### config.mk
export PLATFORM = sky130hd
export DESIGN_NAME = gpio_port_ctrl
export DESIGN_NICKNAME = d
export VERILOG_FILES = /design/src/rtl/gpio_port_pkg.sv /design/src/rtl/gpio_rst_sync.sv /design/src/rtl/gpio_in_sync.sv /design/src/rtl/gpio_cfg_decode.sv /design/src/rtl/gpio_port_ctrl.sv
export SDC_FILE = /design/constraint.sdc
export NUM_CORES = 1
export LEC_CHECK = 0
export BUFFER_PORTS_ARGS = -buffer_cell sky130_fd_sc_hd__buf_2
export CAP_MARGIN = 15
export CORE_ASPECT_RATIO = 0.8
export CORE_MARGIN = 2
export CORE_UTILIZATION = 45
export CTS_BUF_LIST = sky130_fd_sc_hd__clkbuf_8 sky130_fd_sc_hd__clkbuf_16
export DETAILED_ROUTE_END_ITERATION = 10
export PLACE_DENSITY = 0.71
export SYNTH_ARGS = -nofsm -noshare
export SYNTH_HDL_FRONTEND = slang
export SYNTH_HIERARCHICAL = 1
export SYNTH_SLANG_ARGS = --single-unit
### constraint.sdc
create_clock -name clk -period 2.1 [get_ports clk]
set_input_delay 0.42 -clock clk [delete_from_list [all_inputs] [get_ports clk]]
set_output_delay 0.42 -clock clk [all_outputs]
set_load 0.005 [all_outputs]
### src/rtl/gpio_port_pkg.sv
package gpio_port_pkg;

  localparam int PORT_W = 8;
  localparam int BIT_W  = $clog2(PORT_W);
  localparam int CODE_W = 4;

  typedef enum logic [1:0] {
    REG_PORT = 2'd0,
    REG_DIR  = 2'd1,
    REG_CFG  = 2'd2,
    REG_NONE = 2'd3
  } reg_sel_e;

  typedef enum logic [1:0] {
    OP_BYTE = 2'd0,
    OP_SET  = 2'd1,
    OP_CLR  = 2'd2,
    OP_RSVD = 2'd3
  } wr_op_e;

  // Read-modify-write: start from the visible value, touch one bit or replace all.
  function automatic logic [PORT_W-1:0] apply_op(
    input wr_op_e            op,
    input logic [BIT_W-1:0]  bsel,
    input logic [PORT_W-1:0] cur,
    input logic [PORT_W-1:0] wdat
  );
    logic [PORT_W-1:0] r;
    r = cur;
    case (op)
      OP_BYTE: r = wdat;
      OP_SET:  r[bsel] = 1'b1;
      OP_CLR:  r[bsel] = 1'b0;
      default: r = cur;
    endcase
    return r;
  endfunction

endpackage

### src/rtl/gpio_rst_sync.sv
module gpio_rst_sync #(
  parameter int STAGES = 2
) (
  input  logic clk,
  input  logic arst_n,
  output logic srst_n
);

  logic [STAGES-1:0] chain_q;
  logic [STAGES-1:0] chain_d;

  always_comb begin
    chain_d = {chain_q[STAGES-2:0], 1'b1};
  end

  always_ff @(posedge clk or negedge arst_n) begin
    if (!arst_n) chain_q <= '0;
    else         chain_q <= chain_d;
  end

  assign srst_n = chain_q[STAGES-1];

endmodule

### src/rtl/gpio_in_sync.sv
module gpio_in_sync #(
  parameter int W      = 8,
  parameter int STAGES = 2
) (
  input  logic         clk,
  input  logic         rst_n,
  input  logic [W-1:0] d_async,
  output logic [W-1:0] q_sync
);

  logic [W-1:0] stage_q [STAGES];

  generate
    for (genvar s = 0; s < STAGES; s++) begin : g_stage
      logic [W-1:0] stage_d;
      if (s == 0) begin : g_first
        always_comb stage_d = d_async;
      end else begin : g_next
        always_comb stage_d = stage_q[s-1];
      end
      always_ff @(posedge clk or negedge rst_n) begin
        if (!rst_n) stage_q[s] <= '0;
        else        stage_q[s] <= stage_d;
      end
    end
  endgenerate

  assign q_sync = stage_q[STAGES-1];

endmodule

### src/rtl/gpio_cfg_decode.sv
module gpio_cfg_decode #(
  parameter int PORT_W    = 8,
  parameter int CODE_W    = 4,
  parameter int ANA_PINS  = 5
) (
  input  logic [CODE_W-1:0] code,
  output logic [PORT_W-1:0] analog_mask
);

  localparam int IDX_W = CODE_W - 1;

  logic             single_mode;
  logic [IDX_W-1:0] idx;

  assign single_mode = code[CODE_W-1];
  assign idx         = code[IDX_W-1:0];

  generate
    for (genvar i = 0; i < PORT_W; i++) begin : g_pin
      if (i < ANA_PINS) begin : g_ana
        assign analog_mask[i] = single_mode ? (int'(idx) == i)
                                            : ((int'(idx) + i) < ANA_PINS);
      end else begin : g_dig
        assign analog_mask[i] = 1'b0;
      end
    end
  endgenerate

endmodule

### src/rtl/gpio_port_ctrl.sv
module gpio_port_ctrl
  import gpio_port_pkg::*;
#(
  parameter int IN_ONLY_PIN = 5,
  parameter int ANA_PINS    = 5,
  parameter int KEEP_LSB    = 5,
  parameter int SYNC_STAGES = 2
) (
  input  logic              clk,
  input  logic              por_n,
  input  logic              rst_n,
  input  logic [1:0]        bus_addr,
  input  logic              bus_wr,
  input  logic [1:0]        bus_op,
  input  logic [BIT_W-1:0]  bus_bit,
  input  logic [PORT_W-1:0] bus_wdata,
  input  logic              bus_rd,
  output logic [PORT_W-1:0] bus_rdata,
  input  logic [PORT_W-1:0] pin_in,
  output logic [PORT_W-1:0] pin_out,
  output logic [PORT_W-1:0] pin_oe
);

  localparam logic [PORT_W-1:0] IN_ONLY_MASK = PORT_W'(1) << IN_ONLY_PIN;
  localparam int                HI_W         = PORT_W - KEEP_LSB;
  localparam int                CTL_W        = 2;
  localparam int                GAP_W        = PORT_W - CTL_W - CODE_W;

  // Reset release synchronisation
  logic por_s_n, sys_s_n;

  gpio_rst_sync #(.STAGES(2)) u_por_sync (
    .clk    (clk),
    .arst_n (por_n),
    .srst_n (por_s_n)
  );

  gpio_rst_sync #(.STAGES(2)) u_sys_sync (
    .clk    (clk),
    .arst_n (por_n & rst_n),
    .srst_n (sys_s_n)
  );

  // Pin input path
  logic [PORT_W-1:0] pins_sync;

  gpio_in_sync #(.W(PORT_W), .STAGES(SYNC_STAGES)) u_in_sync (
    .clk     (clk),
    .rst_n   (por_s_n),
    .d_async (pin_in),
    .q_sync  (pins_sync)
  );

  // Register state
  logic [KEEP_LSB-1:0] latch_lo_q, latch_lo_d;
  logic [HI_W-1:0]     latch_hi_q, latch_hi_d;
  logic [PORT_W-1:0]   dir_q, dir_d;
  logic [CTL_W-1:0]    ctl_q, ctl_d;
  logic [CODE_W-1:0]   code_q, code_d;
  logic                latch_en, dir_en, cfg_en;

  logic [PORT_W-1:0] analog_mask;

  gpio_cfg_decode #(.PORT_W(PORT_W), .CODE_W(CODE_W), .ANA_PINS(ANA_PINS)) u_cfg_decode (
    .code        (code_q),
    .analog_mask (analog_mask)
  );

  // Visible register values
  logic [PORT_W-1:0] port_rd, dir_rd, cfg_rd, sel_rd, wr_val;
  logic [PORT_W-1:0] latch_q;
  reg_sel_e          sel;
  wr_op_e            op;

  always_comb begin
    sel     = reg_sel_e'(bus_addr);
    op      = wr_op_e'(bus_op);
    latch_q = {latch_hi_q, latch_lo_q};
    port_rd = pins_sync & ~analog_mask;
    dir_rd  = dir_q | IN_ONLY_MASK;
    cfg_rd  = {ctl_q, {GAP_W{1'b0}}, code_q};
    case (sel)
      REG_PORT: sel_rd = port_rd;
      REG_DIR:  sel_rd = dir_rd;
      REG_CFG:  sel_rd = cfg_rd;
      default:  sel_rd = '0;
    endcase
  end

  assign bus_rdata = bus_rd ? sel_rd : '0;

  // Next-state logic
  always_comb begin
    wr_val     = apply_op(op, bus_bit, sel_rd, bus_wdata);
    latch_en   = bus_wr && (sel == REG_PORT) && (op != OP_RSVD);
    dir_en     = bus_wr && (sel == REG_DIR)  && (op != OP_RSVD);
    cfg_en     = bus_wr && (sel == REG_CFG)  && (op != OP_RSVD);
    latch_lo_d = latch_en ? wr_val[KEEP_LSB-1:0]      : latch_lo_q;
    latch_hi_d = latch_en ? wr_val[PORT_W-1:KEEP_LSB] : latch_hi_q;
    dir_d      = dir_en   ? (wr_val | IN_ONLY_MASK)   : dir_q;
    ctl_d      = cfg_en   ? wr_val[PORT_W-1:PORT_W-CTL_W] : ctl_q;
    code_d     = cfg_en   ? wr_val[CODE_W-1:0]        : code_q;
  end

  // Registers cleared by any reset
  always_ff @(posedge clk or negedge sys_s_n) begin
    if (!sys_s_n) begin
      latch_lo_q <= '0;
      dir_q      <= '1;
      ctl_q      <= '0;
      code_q     <= '0;
    end else begin
      latch_lo_q <= latch_lo_d;
      dir_q      <= dir_d;
      ctl_q      <= ctl_d;
      code_q     <= code_d;
    end
  end

  // Upper latch bits survive a warm reset
  always_ff @(posedge clk or negedge por_s_n) begin
    if (!por_s_n) latch_hi_q <= '0;
    else          latch_hi_q <= latch_hi_d;
  end

  assign pin_out = latch_q;
  assign pin_oe  = ~dir_rd;

  // Assertions
  assert_dir_byte_write_R1: assert property (@(posedge clk) disable iff (!sys_s_n)
    (bus_wr && bus_addr == 2'd1 && bus_op == 2'd0)
      |=> (pin_oe == (~$past(bus_wdata) & ~IN_ONLY_MASK)));

  assert_port_byte_write_R2: assert property (@(posedge clk) disable iff (!sys_s_n)
    (bus_wr && bus_addr == 2'd0 && bus_op == 2'd0) |=> (pin_out == $past(bus_wdata)));

  assert_input_only_R3: assert property (@(posedge clk) disable iff (!sys_s_n)
    pin_oe[IN_ONLY_PIN] == 1'b0);

  assert_cfg_gap_R4: assert property (@(posedge clk) disable iff (!sys_s_n)
    (bus_rd && bus_addr == 2'd2) |-> (bus_rdata[PORT_W-CTL_W-1:CODE_W] == '0));

  assert_analog_zero_R5: assert property (@(posedge clk) disable iff (!sys_s_n)
    (bus_rd && bus_addr == 2'd0) |-> ((bus_rdata & analog_mask) == '0));

  assert_rsvd_op_R6: assert property (@(posedge clk) disable iff (!sys_s_n)
    (bus_wr && bus_op == 2'd3) |=> ($stable(pin_out) && $stable(pin_oe)));

  assert_idle_read_R8: assert property (@(posedge clk) disable iff (!sys_s_n)
    (!bus_rd) |-> (bus_rdata == '0));

endmodule

; After elaboration in Yosys (flattened, before gate mapping)
; Cells that the tools add are included.
[word_totals]
ff_bits = 41
in_bits = 28
[op_classes]
add_sub_neg = 4
magnitude_cmp = 7
eq_ne = 9
n_mux = 10
bitwise_logic = 7
n_reduce_logical = 10
[ops]
columns = op, n
row1 = 32-bit by 4-bit < comparator with 1-bit output (second input constant), 4
row2 = 8-bit case mux with 3 select lines, 2
row3 = 8-bit AND, 2
row4 = 8-bit inverter, 2
row5 = 3-bit equality test (second input constant), 3
row6 = 3-bit by 2-bit adder with 4-bit output (second input constant), 2
row7 = 8-bit 2-to-1 mux, 1
row8 = 5-bit inverter with 8-bit output, 1
row9 = 8-bit OR, 1
row10 = 1-bit logical AND, 7
row11 = 1-bit 2-to-1 mux, 6
row12 = 3-bit by 1-bit adder with 4-bit output (second input constant), 1
row13 = 3-bit by 3-bit adder with 4-bit output (second input constant), 1
row14 = 2-bit by 1-bit equality test with 1-bit output (second input constant), 2
row15 = 2-bit equality test (second input constant), 2
row16 = 2-bit logical NOT, 2
row17 = 3-bit by 4-bit < comparator with 1-bit output (second input constant), 1
row18 = 1-bit demux with 3-bit select, 1
row19 = 3-bit by 2-bit equality test with 1-bit output (second input constant), 1
row20 = 3-bit by 1-bit greater-or-equal comparator with 1-bit output (second input constant), 1
row21 = 3-bit logical NOT, 1
row22 = 3-bit < comparator (second input constant), 1
row23 = 2-bit inequality test (second input constant), 1
row24 = 1-bit AND, 1

; Depth between registers and ports, before layout
[depth]
ltp_word = 8
ltp_mapped = 9
mapped_depth_nobuf = 9

; Cells and area by module
; Netlist, hierarchy kept.
[modules_own_cells]
columns = module, n_inst, cells_per_inst, area_each_um2, seq_area_each_um2
row1 = gpio_port_ctrl, 1, 140, 1441.4, 534.3
row2 = gpio_in_sync, 1, 16, 400.4, 400.4
row3 = gpio_cfg_decode, 1, 33, 275.3, 0.0
row4 = gpio_rst_sync, 2, 3, 53.8, 50.0

; Least setup slack after synthesis
; OpenSTA, ideal clock, no wires.
[synth_path]
path_type = reg-to-reg
startpoint = register code_q[0]
endpoint = register code_q[3]
setup_time_ns = 0.127
t_arrival_ns = 2.068
t_required_ns = 1.973
setup_slack_ns = -0.095
path_stages_with_launch = 10
synth_period_minus_slack_ns = 2.195
cell_sequence = dfrtp_1 -> inv_1 -> ha_1 -> ha_1 -> nor2b_1 -> o31ai_2 -> nor2_1 -> a221oi_1 -> o32ai_1 -> mux2_1
[synth_via]
elab_chain_len = 8
elab_cells_between_ends = 10
classes_between = add/sub: 1 / order compare: 1 / eq/ne: 1 / mux: 3 / bitwise: 4
[synth_rtl]
columns = element, line_no
row1 = "start, declared", gpio_port_ctrl.sv:59  ; logic [CODE_W-1:0] code_q, code_d;
row2 = "start signal, assigned", gpio_port_ctrl.sv:116  ; code_q <= code_d;
row3 = 3-bit by 2-bit adder with 4-bit output, gpio_cfg_decode.sv:22  ; : ((int'(idx) + i) < ANA_PINS);
row4 = 32-bit by 4-bit < comparator with 1-bit output, gpio_cfg_decode.sv:22
row5 = 1-bit 2-to-1 mux *, gpio_cfg_decode.sv:21  ; assign analog_mask[i] = single_mode ? (int'(idx) == i)
row6 = via analog_mask[3], gpio_port_ctrl.sv:62  ; logic [PORT_W-1:0] analog_mask;
row7 = 5-bit inverter with 8-bit output *, gpio_port_ctrl.sv:79  ; port_rd = pins_sync & ~analog_mask;
row8 = 8-bit AND *, gpio_port_ctrl.sv:79
row9 = 8-bit case mux with 3 select lines *, gpio_port_ctrl.sv:82  ; case (sel)
row10 = 8-bit AND (no source line) / 8-bit OR (equally long branches), --
row11 = 8-bit case mux with 3 select lines *, gpio_port_pkg.sv:30  ; case (op)
; Mark *: on every way through the listed nets, which the timed path passes. The rest lies on a longest branch.
; A chain may end at the register's enable or synchronous reset.

; Final worst setup path
[layout_path]
startpoint = register code_q[1]
endpoint = output bus_rdata[1]
[layout_via]
elab_chain_len = 7
elab_cells_between_ends = 8
classes_between = add/sub: 1 / order compare: 1 / eq/ne: 1 / mux: 3 / bitwise: 2
[layout_rtl]
columns = element, line_no
row1 = 3-bit by 1-bit adder with 4-bit output, gpio_cfg_decode.sv:22
row2 = 32-bit by 4-bit < comparator with 1-bit output, gpio_cfg_decode.sv:22
row3 = 1-bit 2-to-1 mux *, gpio_cfg_decode.sv:21
row4 = via analog_mask[1], gpio_port_ctrl.sv:62
row5 = 5-bit inverter with 8-bit output *, gpio_port_ctrl.sv:79
row6 = 8-bit AND *, gpio_port_ctrl.sv:79
row7 = 8-bit case mux with 3 select lines *, gpio_port_ctrl.sv:82
row8 = 8-bit 2-to-1 mux *, gpio_port_ctrl.sv:90  ; assign bus_rdata = bus_rd ? sel_rd : '0;
row9 = "end, declared", gpio_port_ctrl.sv:18  ; output logic [PORT_W-1:0] bus_rdata,
; Marked as above.

==> flow_metrics.env <==
export IMPL_totalWireLength_mm=5.56
export IMPL_nNetsFinal=305
export IMPL_fillers=390
export IMPL_p_int_uw=1840
export IMPL_firstDrtPassIters=4
export IMPL_post_dp_hpwl_mm=3.72
export IMPL_hold_depth=1
export IMPL_drt_iter0_drc=69
export IMPL_ys_warn_count=6
export IMPL_cts_num_sinks=41
export IMPL_die_y_um=66.9
export IMPL_cts_tree="yes"
export IMPL_p_per_area_nw_per_um2=920
export IMPL_synth_area_um2=2220
export IMPL_power_switching_share_pct=31.8
export IMPL_grt_pass1_vias=1783
export IMPL_synth_flop_cell="dfrtp_1"
export IMPL_worstPathRequired_ps=1680
export IMPL_yosysMostFrequentCell="dfrtp_1"
export IMPL_p_seq_share_pct=40.5
export IMPL_p_comb_share_pct=35.9
export IMPL_grt_max_degree=20
export IMPL_synth_seq_cells=41
export IMPL_cp_startpoint="code_q[1]"
export IMPL_whs_endpoint="u_in_sync/g_stage[1].stage_d[6]"
export IMPL_drv_cap=0
export IMPL_synth_seq_area_share_pct=46.5
export IMPL_cp_arrival_ps=2150
export IMPL_die_area_um2=5530
export IMPL_grt_pass1_wl_mm=8.86
export IMPL_synthArstFlopShare_pct=100
export IMPL_root_buffer="clkbuf_8"
export IMPL_synth_common_cells="34 x dfrtp_1, 19 x inv_1, 14 x a21oi_1"
export IMPL_p_leak_uw=0.00139
export IMPL_synth_edf_count=0
export IMPL_p_clk_share_pct=23.6
export IMPL_cts_buffers=5
export IMPL_min_period_over_period_pct=122
export IMPL_relSlewSlack_pct=47.1
export IMPL_path_class="reg2out"
export IMPL_vias=1757
export IMPL_r2r_start="code_q[1]"
export IMPL_die_w_um=82.6
export IMPL_clockBufferDepth=2
export IMPL_min_delay_start="pin_in[6]"
export IMPL_synthDistinctLibCells=37
export IMPL_fp_row_count=22
export IMPL_grt_overflow=0
export IMPL_finalHoldViolations=0
export IMPL_gp_congestion=0.807
export IMPL_io_buffer_count=50
export IMPL_grtUsageTotal_pct=22.0
export IMPL_worstReg2RegEnd="code_q[1]"
export IMPL_clk_pin_slew_ps=80
export IMPL_rsz0062_at_grt="true"
export IMPL_viasPerCell=5.37
export IMPL_fin_skew_ps=9.98
export IMPL_p_switching_uw=857
export IMPL_setup_viol=11
export IMPL_power_uw=2700
export IMPL_status="finished, violations left"
export IMPL_reg2reg_slack_ps=-300
export IMPL_post_route_min_period_ps=2570
export IMPL_start_util_pct=47.5
export IMPL_slew_violations=0
export IMPL_max_slew_worst_pin_slew_ps=793
export IMPL_syn2layout_area_growth_pct=31.8
export IMPL_synth_avg_cell_area_um2=11.4
export IMPL_io_pins=52
export IMPL_synth_top_area_share_pct=38.2
export IMPL_yosys_top_cells_area="dfrtp_1 38%, dfstp_2 8.3%, mux2_1 6.6%"
export IMPL_antenna_cells=0
export IMPL_coreArea_um2=4680
export IMPL_ir_drop_mv=0.570
export IMPL_clock_fmax_mhz=389
export IMPL_synthCells=195
export IMPL_finish_utilization_pct=62.6
export IMPL_wl_per_cell_um=17.0
export IMPL_cp_max_fo=4
export IMPL_htreeDepth=2
export IMPL_timing_final_ws_setup_ps=-468
export IMPL_ff2ff_path_depth=10
export IMPL_layout_drive_gt1_share_pct=50.2
export IMPL_drc_errors=0
export IMPL_synth_top_area_cell="dfrtp_1"
export IMPL_end_kind="primary output"
export IMPL_final_antenna_net_count=0
export IMPL_clk_latency_ps=300
export IMPL_antenna_found_initial=0
export IMPL_min_delay_path_class="in2reg"
export IMPL_failed_checks="negative setup slack"
export IMPL_startpoint_type="flop"
[per-stage QoR]
| step | hold slack (ps) | instances | worst slack, ps | area [µm²] | setup TNS, ps |
|---|---|---|---|---|---|
| CTS | 212 | 324 | -425 | 2860 | -2500 |
| global route | 203 | 327 | -563 | 2930 | -4990 |
| detailed placement | 214 | 311 | -167 | 2590 | -1210 |
| finish | 220 | 327 | -468 | 2930 | -3500 |
| global placement | 213 | 311 | -152 | 2590 | -789 |
| floorplan | 124 | 197 | 20.7 | 2240 | 0 |
[how the worst max path moves through the flow]
stage / end
after floorplan: code_q[3]
after global placement: bus_rdata[1]
after detailed placement: bus_rdata[1]
after CTS: bus_rdata[3]
after global routing: bus_rdata[1]
final: bus_rdata[1]
[state kept, by name, summed over array words and instances, names as in the netlist]
signal,flops
latch_hi_q,3
code_q,4
latch_lo_q,5
u_in_sync/g_stage.stage_d,8
u_in_sync/q_sync,8
u_por_sync/chain_q,2
dir_q,7
u_sys_sync/chain_q,2
ctl_q,2
[layer usage]
layer  vias up  GRT usage (%)  wire (µm)
met2        51           34.7       2740
met1       881           30.0       2480
li1        819              -          -
met3         6           5.96        286
met5         -              0          0
met4         0           5.33         54
[cells by family after synthesis]
kind of cell    count (synthesis)  share of synthesized area [%]
other cells                     4                          0.675
simple gates                   43                           12.3
compound gates                 36                           12.5
fa+ha+maj                      11                           6.19
buf+inv                        33                           8.21
flops                          41                           46.5
mux                            27                           13.6
[critical path, stage by stage (launching register included)]
cell and delay [ps]:
dfrtp_1 430, ha_2 240, ha_4 280, o2bb2ai_2 60, o22ai_1 180, nor2_1 90
a221oi_2 340, nor3b_2 90, buf_2 140
[layout make-up]
| class | count | area [µm²] | area share, % |
|---|---|---|---|
| clock buffer | 5 | 68.8 | 2.35 |
| clock inverter | 3 | 42.5 | 1.45 |
| inverter | 19 | 71.3 | 2.43 |
| multi-input combinational | 123 | 1180 | 40.3 |
| sequential | 41 | 1040 | 35.4 |
| tap | 60 | 75.1 | 2.56 |
| timing repair buffer | 76 | 454 | 15.5 |
[cells in the final DEF, fill, tap and decap left out, types with 4 or more instances in the layout]
cell type   n
mux2_2     12
nor3b_1     6
o22ai_1     4
dfstp_2     7
nand2_1     5
ha_4        4
a21oi_1    14
dfrtp_1    32
mux2_4      4
buf_2      50
ha_1        4
conb_1      6
mux2_1     10
clkbuf_8    5
nor2_1      7
buf_4      23
inv_1      17
[power groups by stage]
stage               Sequential [µW]  Combinational (µW)  Clock, µW
floorplan                      1060                 443          0
global placement               1090                 710          0
detailed placement             1100                 731          0
CTS                            1090                 892        651
global route                   1110                1050        682
finish                         1090                 969        638
[repair_timing]
item | in CTS | in global routing
hold buffers | 2 | 0
hold endpoints to repair | 4 | 0
gates resized for setup | 24 | 6
buffers inserted | 4 | 3
cloned | 0 | 0
pin swaps | 11 | 13
setup endpoints to repair | 17 | 17
No activity file was read; power rests on OpenSTA's default activity.
